==> src/rtl/fork_pkg.sv <==
package fork_pkg;

   // Outcome of one fork decision
   typedef enum logic [2:0] {
      FK_NONE      = 3'd0,
      FK_ALL_TAKEN = 3'd1,
      FK_ALL_FALL  = 3'd2,
      FK_RUN_FALL  = 3'd3,
      FK_RUN_TAKEN = 3'd4
   } fork_kind_t;

   function automatic logic kind_pushes(fork_kind_t k);
      return (k == FK_RUN_FALL) || (k == FK_RUN_TAKEN);
   endfunction

endpackage

==> src/rtl/lane_popcount.sv <==
module lane_popcount #(
   parameter  int W     = 64,
   parameter  int CHUNK = 8,
   localparam int CW    = $clog2(W + 1)
) (
   input  logic [W-1:0]  bits,
   output logic [CW-1:0] count
);
   localparam int NCH = W / CHUNK;
   localparam int PW  = $clog2(CHUNK + 1);

   if (W % CHUNK != 0) begin : g_bad_chunk
      $error("lane_popcount: W must be a multiple of CHUNK");
   end

   generate
      if (NCH == 1) begin : g_flat
         always_comb begin
            count = '0;
            for (int i = 0; i < W; i++) count = count + CW'(bits[i]);
         end
      end else begin : g_chunked
         logic [NCH*PW-1:0] parts;
         for (genvar c = 0; c < NCH; c++) begin : g_part
            logic [PW-1:0] cnt;
            always_comb begin
               cnt = '0;
               for (int i = 0; i < CHUNK; i++) cnt = cnt + PW'(bits[c*CHUNK+i]);
            end
            assign parts[c*PW +: PW] = cnt;
         end
         always_comb begin
            count = '0;
            for (int c = 0; c < NCH; c++) count = count + CW'(parts[c*PW +: PW]);
         end
      end
   endgenerate
endmodule

==> src/rtl/fork_decide.sv <==
module fork_decide
   import fork_pkg::*;
#(
   parameter int LANES = 64,
   parameter int CHUNK = 8
) (
   input  logic [LANES-1:0] active,
   input  logic [LANES-1:0] cond,
   output fork_kind_t       kind,
   output logic [LANES-1:0] run_mask,
   output logic [LANES-1:0] defer_mask
);
   localparam int CW = $clog2(LANES + 1);

   logic [LANES-1:0] taken, fall;
   logic [CW-1:0]    n_taken, n_fall;

   assign taken = active & cond;
   assign fall  = active & ~cond;

   lane_popcount #(.W(LANES), .CHUNK(CHUNK)) u_cnt_taken (.bits(taken), .count(n_taken));
   lane_popcount #(.W(LANES), .CHUNK(CHUNK)) u_cnt_fall  (.bits(fall),  .count(n_fall));

   // Uniform outcomes first; the taken side wins any tie
   always_comb begin
      kind       = FK_NONE;
      run_mask   = active;
      defer_mask = '0;
      if (taken == active) begin
         kind = FK_ALL_TAKEN;
      end else if (fall == active) begin
         kind = FK_ALL_FALL;
      end else if (n_fall < n_taken) begin
         kind       = FK_RUN_FALL;
         run_mask   = fall;
         defer_mask = taken;
      end else begin
         kind       = FK_RUN_TAKEN;
         run_mask   = taken;
         defer_mask = fall;
      end
   end
endmodule

==> src/rtl/entry_pack.sv <==
module entry_pack #(
   parameter  int LANES  = 64,
   parameter  int ADDR_W = 64,
   parameter  int WORD_W = 32,
   localparam int MW     = LANES / WORD_W,
   localparam int AW     = ADDR_W / WORD_W,
   localparam int EW     = (MW + AW) * WORD_W
) (
   input  logic [LANES-1:0]  mask,
   input  logic [ADDR_W-1:0] addr,
   output logic [EW-1:0]     data
);
   // Mask words occupy the low words, address words follow
   for (genvar w = 0; w < MW + AW; w++) begin : g_word
      if (w < MW) begin : g_mask
         assign data[w*WORD_W +: WORD_W] = mask[w*WORD_W +: WORD_W];
      end else begin : g_addr
         assign data[w*WORD_W +: WORD_W] = addr[(w-MW)*WORD_W +: WORD_W];
      end
   end
endmodule

==> src/rtl/fork_unit.sv <==
module fork_unit
   import fork_pkg::*;
#(
   parameter  int                LANES      = 64,
   parameter  int                ADDR_W     = 64,
   parameter  int                WORD_W     = 32,
   parameter  int                SP_W       = 3,
   parameter  int                PC_STEP    = 4,
   parameter  int                CHUNK      = 8,
   parameter  logic [LANES-1:0]  RESET_MASK = '1,
   parameter  logic [ADDR_W-1:0] RESET_PC   = ADDR_W'(64'h1000),
   localparam int                ENTRY_WDS  = (LANES + ADDR_W) / WORD_W,
   localparam int                OFF_W      = $clog2(ENTRY_WDS),
   localparam int                ENTRY_W    = ENTRY_WDS * WORD_W
) (
   input  logic                  clk,
   input  logic                  rst_n,
   input  logic                  fork_req,
   input  logic [LANES-1:0]      cond_mask,
   input  logic [ADDR_W-1:0]     target,
   output logic [LANES-1:0]      active_mask,
   output logic [ADDR_W-1:0]     pc,
   output logic [SP_W-1:0]       stk_ptr,
   output logic                  stk_we,
   output logic [SP_W+OFF_W-1:0] stk_waddr,
   output logic [ENTRY_W-1:0]    stk_wdata,
   output logic                  overflow
);
   localparam logic [SP_W-1:0] SP_MAX = '1;

   if (LANES % WORD_W != 0) begin : g_bad_lanes
      $error("fork_unit: LANES must be a multiple of WORD_W");
   end
   if (ADDR_W % WORD_W != 0) begin : g_bad_addr
      $error("fork_unit: ADDR_W must be a multiple of WORD_W");
   end
   if ((1 << OFF_W) != ENTRY_WDS) begin : g_bad_entry
      $error("fork_unit: entry word count must be a power of two");
   end
   if (SP_W < 1) begin : g_bad_sp
      $error("fork_unit: SP_W must be at least 1");
   end

   fork_kind_t        kind;
   logic [LANES-1:0]  run_mask, defer_mask;
   logic [ADDR_W-1:0] pc_next_seq, defer_addr;
   logic [ENTRY_W-1:0] entry;

   fork_decide #(.LANES(LANES), .CHUNK(CHUNK)) u_decide (
      .active     (active_mask),
      .cond       (cond_mask),
      .kind       (kind),
      .run_mask   (run_mask),
      .defer_mask (defer_mask)
   );

   assign pc_next_seq = pc + ADDR_W'(PC_STEP);
   assign defer_addr  = (kind == FK_RUN_FALL) ? target : pc_next_seq;

   entry_pack #(.LANES(LANES), .ADDR_W(ADDR_W), .WORD_W(WORD_W)) u_pack (
      .mask (defer_mask),
      .addr (defer_addr),
      .data (entry)
   );

   always_ff @(posedge clk or negedge rst_n) begin
      if (!rst_n) begin
         active_mask <= RESET_MASK;
         pc          <= RESET_PC;
         stk_ptr     <= '0;
         stk_we      <= 1'b0;
         stk_waddr   <= '0;
         stk_wdata   <= '0;
         overflow    <= 1'b0;
      end else begin
         stk_we   <= 1'b0;
         overflow <= 1'b0;
         if (fork_req) begin
            unique case (kind)
               FK_ALL_TAKEN: pc <= target;
               FK_ALL_FALL:  pc <= pc_next_seq;
               FK_RUN_FALL, FK_RUN_TAKEN: begin
                  if (stk_ptr == SP_MAX) begin
                     overflow <= 1'b1;
                  end else begin
                     active_mask <= run_mask;
                     pc          <= (kind == FK_RUN_FALL) ? pc_next_seq : target;
                     stk_ptr     <= stk_ptr + 1'b1;
                     stk_we      <= 1'b1;
                     stk_waddr   <= {stk_ptr, OFF_W'(0)};
                     stk_wdata   <= entry;
                  end
               end
               default: ;
            endcase
         end
      end
   end

   AST_JUMP_ALL: assert property (@(posedge clk) disable iff (!rst_n)
      fork_req && kind == FK_ALL_TAKEN |=> pc == $past(target) && !stk_we && $stable(stk_ptr));
   AST_STEP_ALL: assert property (@(posedge clk) disable iff (!rst_n)
      fork_req && kind == FK_ALL_FALL |=> pc == $past(pc) + ADDR_W'(PC_STEP) && !stk_we);
   AST_PUSH_ADVANCE: assert property (@(posedge clk) disable iff (!rst_n)
      stk_we |-> stk_ptr == $past(stk_ptr) + 1'b1);
   AST_WADDR_ALIGN: assert property (@(posedge clk) disable iff (!rst_n)
      stk_we |-> stk_waddr[OFF_W-1:0] == '0);
   AST_NO_OVERFLOW_WRITE: assert property (@(posedge clk) disable iff (!rst_n)
      overflow |-> !stk_we && $stable(stk_ptr) && $stable(pc) && $stable(active_mask));
   AST_IDLE_HOLD: assert property (@(posedge clk) disable iff (!rst_n)
      !fork_req |=> $stable(active_mask) && $stable(pc) && $stable(stk_ptr) && !stk_we && !overflow);
   AST_MASK_SHRINKS: assert property (@(posedge clk) disable iff (!rst_n)
      fork_req |=> (active_mask & ~$past(active_mask)) == '0);
endmodule

==> config.mk <==
export PLATFORM = sky130hd
export DESIGN_NAME = fork_unit
export DESIGN_NICKNAME = d
export VERILOG_FILES = /design/src/rtl/fork_pkg.sv /design/src/rtl/lane_popcount.sv /design/src/rtl/fork_decide.sv /design/src/rtl/entry_pack.sv /design/src/rtl/fork_unit.sv
export SDC_FILE = /design/constraint.sdc
export NUM_CORES = 1
export LEC_CHECK = 0
export ABC_AREA = 1
export CAP_MARGIN = 20
export CORE_MARGIN = 3
export CORE_UTILIZATION = 37
export CTS_BUF_LIST = sky130_fd_sc_hd__clkbuf_8
export CTS_CLUSTER_DIAMETER = 150
export DETAILED_ROUTE_END_ITERATION = 10
export MAX_ROUTING_LAYER = met4
export PLACE_DENSITY = 0.7
export RECOVER_POWER = 100
export SYNTH_ARGS = -nofsm -noshare
export SYNTH_HDL_FRONTEND = slang
export SYNTH_HIERARCHICAL = 1
export SYNTH_SLANG_ARGS = --single-unit
==> constraint.sdc <==
create_clock -name clk -period 13.4 [get_ports clk]
set_input_delay 2.68 -clock clk [delete_from_list [all_inputs] [get_ports clk]]
set_output_delay 2.68 -clock clk [all_outputs]
set_load 0.02 [all_outputs]
==> impl_metrics.csv <==
group,metric,value,unit
outcome,status,"finished, violations left",
outcome,violations,"capacitance limit, slew limit",
logic_synthesis,ys.flop_type,"dfrtp_1",
cts,cts_sinks,264,
cts,path_clk_slew,60,ps
logic_synthesis,ys_top_cells_by_area,"nand2_1 (25%), dfrtp_1 (22%), inv_1 (12%), fa_1 (9.4%), dfstp_2 (7.6%)",
power_and_ir_drop,pwr-share-clk,45.2,%
sta,layout_min_cycle_time,12190,ps
placement,dp_hpwl,57820,microns
route,vias_per_cell,4.661,
critical_path,crit_path_start,"cond_mask[3]",
route,post-route-drc-count,0,
power_and_ir_drop,irDropWorstVdd,0.06377,mV
global_route,grt_pass1_vias,20310,
critical_path,cp_common_cell,"fa_1",
cts,post-cts-setup-buffer-count,0,
critical_path,required,13920,ps
route,via_count,21140,
cts,cts_buffers,51,
logic_synthesis,syn_area,22520,sq um
critical_path,reg2reg_to,"pc[42]$_DFFE_PN0P_",
critical_path,slowest_stage,"dlygate4sd3_1",
sta,tns,0,ps
power_and_ir_drop,switching_power,569.0,uW
floorplan,core_area,59580,sq um
floorplan,fp.dieArea,63860,sq um
critical_path,critPathKind,"in -> reg",
power_and_ir_drop,p_int,1415,uW
power_and_ir_drop,power.density,72.96,nW/um^2
logic_synthesis,synth_top_area_cell,"nand2_1",
sta,drv_slew,470,
logic_synthesis,ys_seq_elements,264,
cts,clk_latency,660,ps
power_and_ir_drop,power,1984,uW
global_route,grt_usage,24.51,%
route,wl,76200,microns
cts,cts_resized,0,
critical_path,reg2reg_depth,36,
cells_and_area,syn_to_final_growth,20.75,%
floorplan,initial_utilization,37.80,%
power_and_ir_drop,sequentialPowerShare,42.7,%
critical_path,r2r_start,"active_mask[1]$_DFFE_PN1P_",
sta,max_slew_margin,-172.7,%
cells_and_area,nFillCells,6066,
job,drv_cap,5,
logic_synthesis,syn_inst,3484,
floorplan,io_pins,397,
power_and_ir_drop,swShare,28.68,%
cts,cts-root-buf,"clkbuf_8",
cells_and_area,fin_nets,4002,
sta,setup_violations,0,
critical_path,ff2ff_setup_slack,3410,ps
sta,tightest_slew,4090,ps
critical_path,max_stage_delay,580,ps
route,firstDrtPassIters,5,
route,post_drt_wl_per_cell,16.80,microns
cts,clockBufferDepth,3,
logic_synthesis,ys.warnings.count,6,
floorplan,chipHeight,252.7,microns
cells_and_area,drive_gt1_share,5.333,%
logic_synthesis,netlist_top_cells_count,"nand2_1 (1512), inv_1 (695), nor2_1 (215)",
sta,fmax,82.05,MHz
logic_synthesis,yosysUniqueCellTypes,35,
route,detail-route-antenna-nets,0,
power_and_ir_drop,cellLeakagePower,0.01587,uW
floorplan,rows,89,
global_route,grt_overflow,0,
global_route,grt_max_degree,199,
cts,cts_tree,"built",
critical_path,critPathCapture,"pc[42]$_DFFE_PN0P_",
min_path,hold_class,"reg -> reg",
global_route,grt_pass1_wl,117900,microns
sta,rsz0062_at_grt,"false",
logic_synthesis,synth.most_common_cell,"nand2_1",
power_and_ir_drop,pwr-share-comb,12.1,%
cts,h-tree-depth,2,
logic_synthesis,synth_edf_count,0,
sta,hold_violations,0,
logic_synthesis,yosysTopAreaCellShare,25.20,%
floorplan,die_x,252.7,microns
placement,io_buffers,394,
critical_path,endpoint_kind,"register",
cts,ctsHoldBuffers,0,
logic_synthesis,ys_seq_area_share,29.70,%
critical_path,worstSetupStartpointType,"primary input",
sta,skew,53.76,ps
global_route,grt_antenna_before_repair,13,
critical_path,arrival,12710,ps
logic_synthesis,synth_area_per_cell,6.464,sq um
placement,place_congestion,0.9623,
sta,hold_ws,468.4,ps
sta,min_period_over_period,90.96,%
logic_synthesis,async_flop_share,100.0,%
critical_path,crit_fanout,58,
route,initialDrtViolationCount,1622,
-- state kept, by name (all words and copies together) (netlist names) --
| signal | cells |
|---|---|
| stk_ptr | 3 |
| active_mask | 64 |
| stk_we | 1 |
| pc | 64 |
| stk_waddr | 3 |
| stk_wdata | 128 |
| overflow | 1 |
-- worst min-delay path by stage --
stage,from,to,cells after the start
finish,stk_wdata[19]$_DFFE_PN0P_,stk_wdata[19]$_DFFE_PN0P_,2
global route,stk_wdata[19]$_DFFE_PN0P_,stk_wdata[19]$_DFFE_PN0P_,2
CTS,stk_wdata[19]$_DFFE_PN0P_,stk_wdata[19]$_DFFE_PN0P_,2
detailed placement,stk_wdata[109]$_DFFE_PN0P_,stk_wdata[109]$_DFFE_PN0P_,2
global placement,stk_wdata[1]$_DFFE_PN0P_,stk_wdata[1]$_DFFE_PN0P_,2
floorplan,active_mask[18]$_DFFE_PN1P_,active_mask[18]$_DFFE_PN1P_,2
-- layout make-up --
class / count / area, sq um / area share (%)
inverter: 699 / 2629 / 9.667
timing repair buffer: 411 / 4090 / 15.04
clock buffer: 70 / 963.4 / 3.543
sequential: 264 / 6688 / 24.59
tap: 773 / 967.2 / 3.557
multi-input combinational: 2281 / 11650 / 42.85
clock inverter: 25 / 172.7 / 0.6350
antenna: 12 / 30.03 / 0.1104
-- layer usage --
| layer | share of wire, % | routed length (microns) | global-route usage (%) |
|---|---|---|---|
| met2 | 46 | 35050 | 38.68 |
| met4 | 3.0 | 2295 | 7.596 |
| met5 | 0 | 0 | - |
| met3 | 7.7 | 5870 | 5.557 |
| met1 | 43 | 32990 | 31.40 |
-- cells in the final DEF, fill, tap and decap left out, types with 5 or more instances in the layout --
master           netlist  routed
inv_1                695     711
xor2_1                 9       9
fa_1                 106     106
diode_2                0      12
clkinv_2               1       5
nor2_2                 6       5
xnor2_1               30      30
nand3_1              194     194
o21ai_1               11      11
nand4_1               40      40
dfstp_2               65      65
a21oi_1               14      14
o21ai_0               41      41
nand2_1             1512    1509
nor2_1               215     215
dlygate4sd3_1          0     265
clkbuf_8               0      70
ha_1                  57      57
nand3_2               22      22
buf_4                149       8
dfrtp_1              199     199
nand2_2                4       7
clkdlybuf4s50_1        0     128
-- kinds of logic after synthesis --
family,Yosys count,share of synthesized area (%)
AND/OR/NAND/NOR,1998,35.67
buffers and inverters,940,18.64
flip-flops,264,29.70
adder cells (fa/ha/maj),163,12.59
AO/OA/AOI/OAI,79,1.878
XOR/XNOR,39,1.517
other,1,0.01665
-- per-stage QoR --
| stage | utilization, % | setup slack (ps) | cells | instance area (sq um) |
|---|---|---|---|---|
| 2_1_floorplan | - | 2347 | 3485 | 22520 |
| 3_3_place_gp | 43.78 | 996.1 | 4428 | 26090 |
| 3_5_place_dp | 43.78 | 919.9 | 4428 | 26090 |
| 4_1_cts | 45.69 | 1612 | 4523 | 27220 |
| 5_1_grt | 45.64 | 487.9 | 4535 | 27190 |
| 6_report | 45.64 | 1212 | 4535 | 27190 |
-- worst max-delay path, delay by kind of cell --
family          cells  cell delay (ps)
xor+xnor            1              140
fa+ha+maj          13             5900
simple gates        9             1220
compound gates      5              890
buf+inv             9             1870
-- power by group through the flow --
stage	registers, uW	clock network [uW]	logic [uW]
after floorplan	870	0	118
after global placement	860	0	246
after detailed placement	859	0	247
after CTS	846	926	248
after global routing	849	962	266
final	847	896	240
Note: power is estimated with default switching activity, not from simulation.
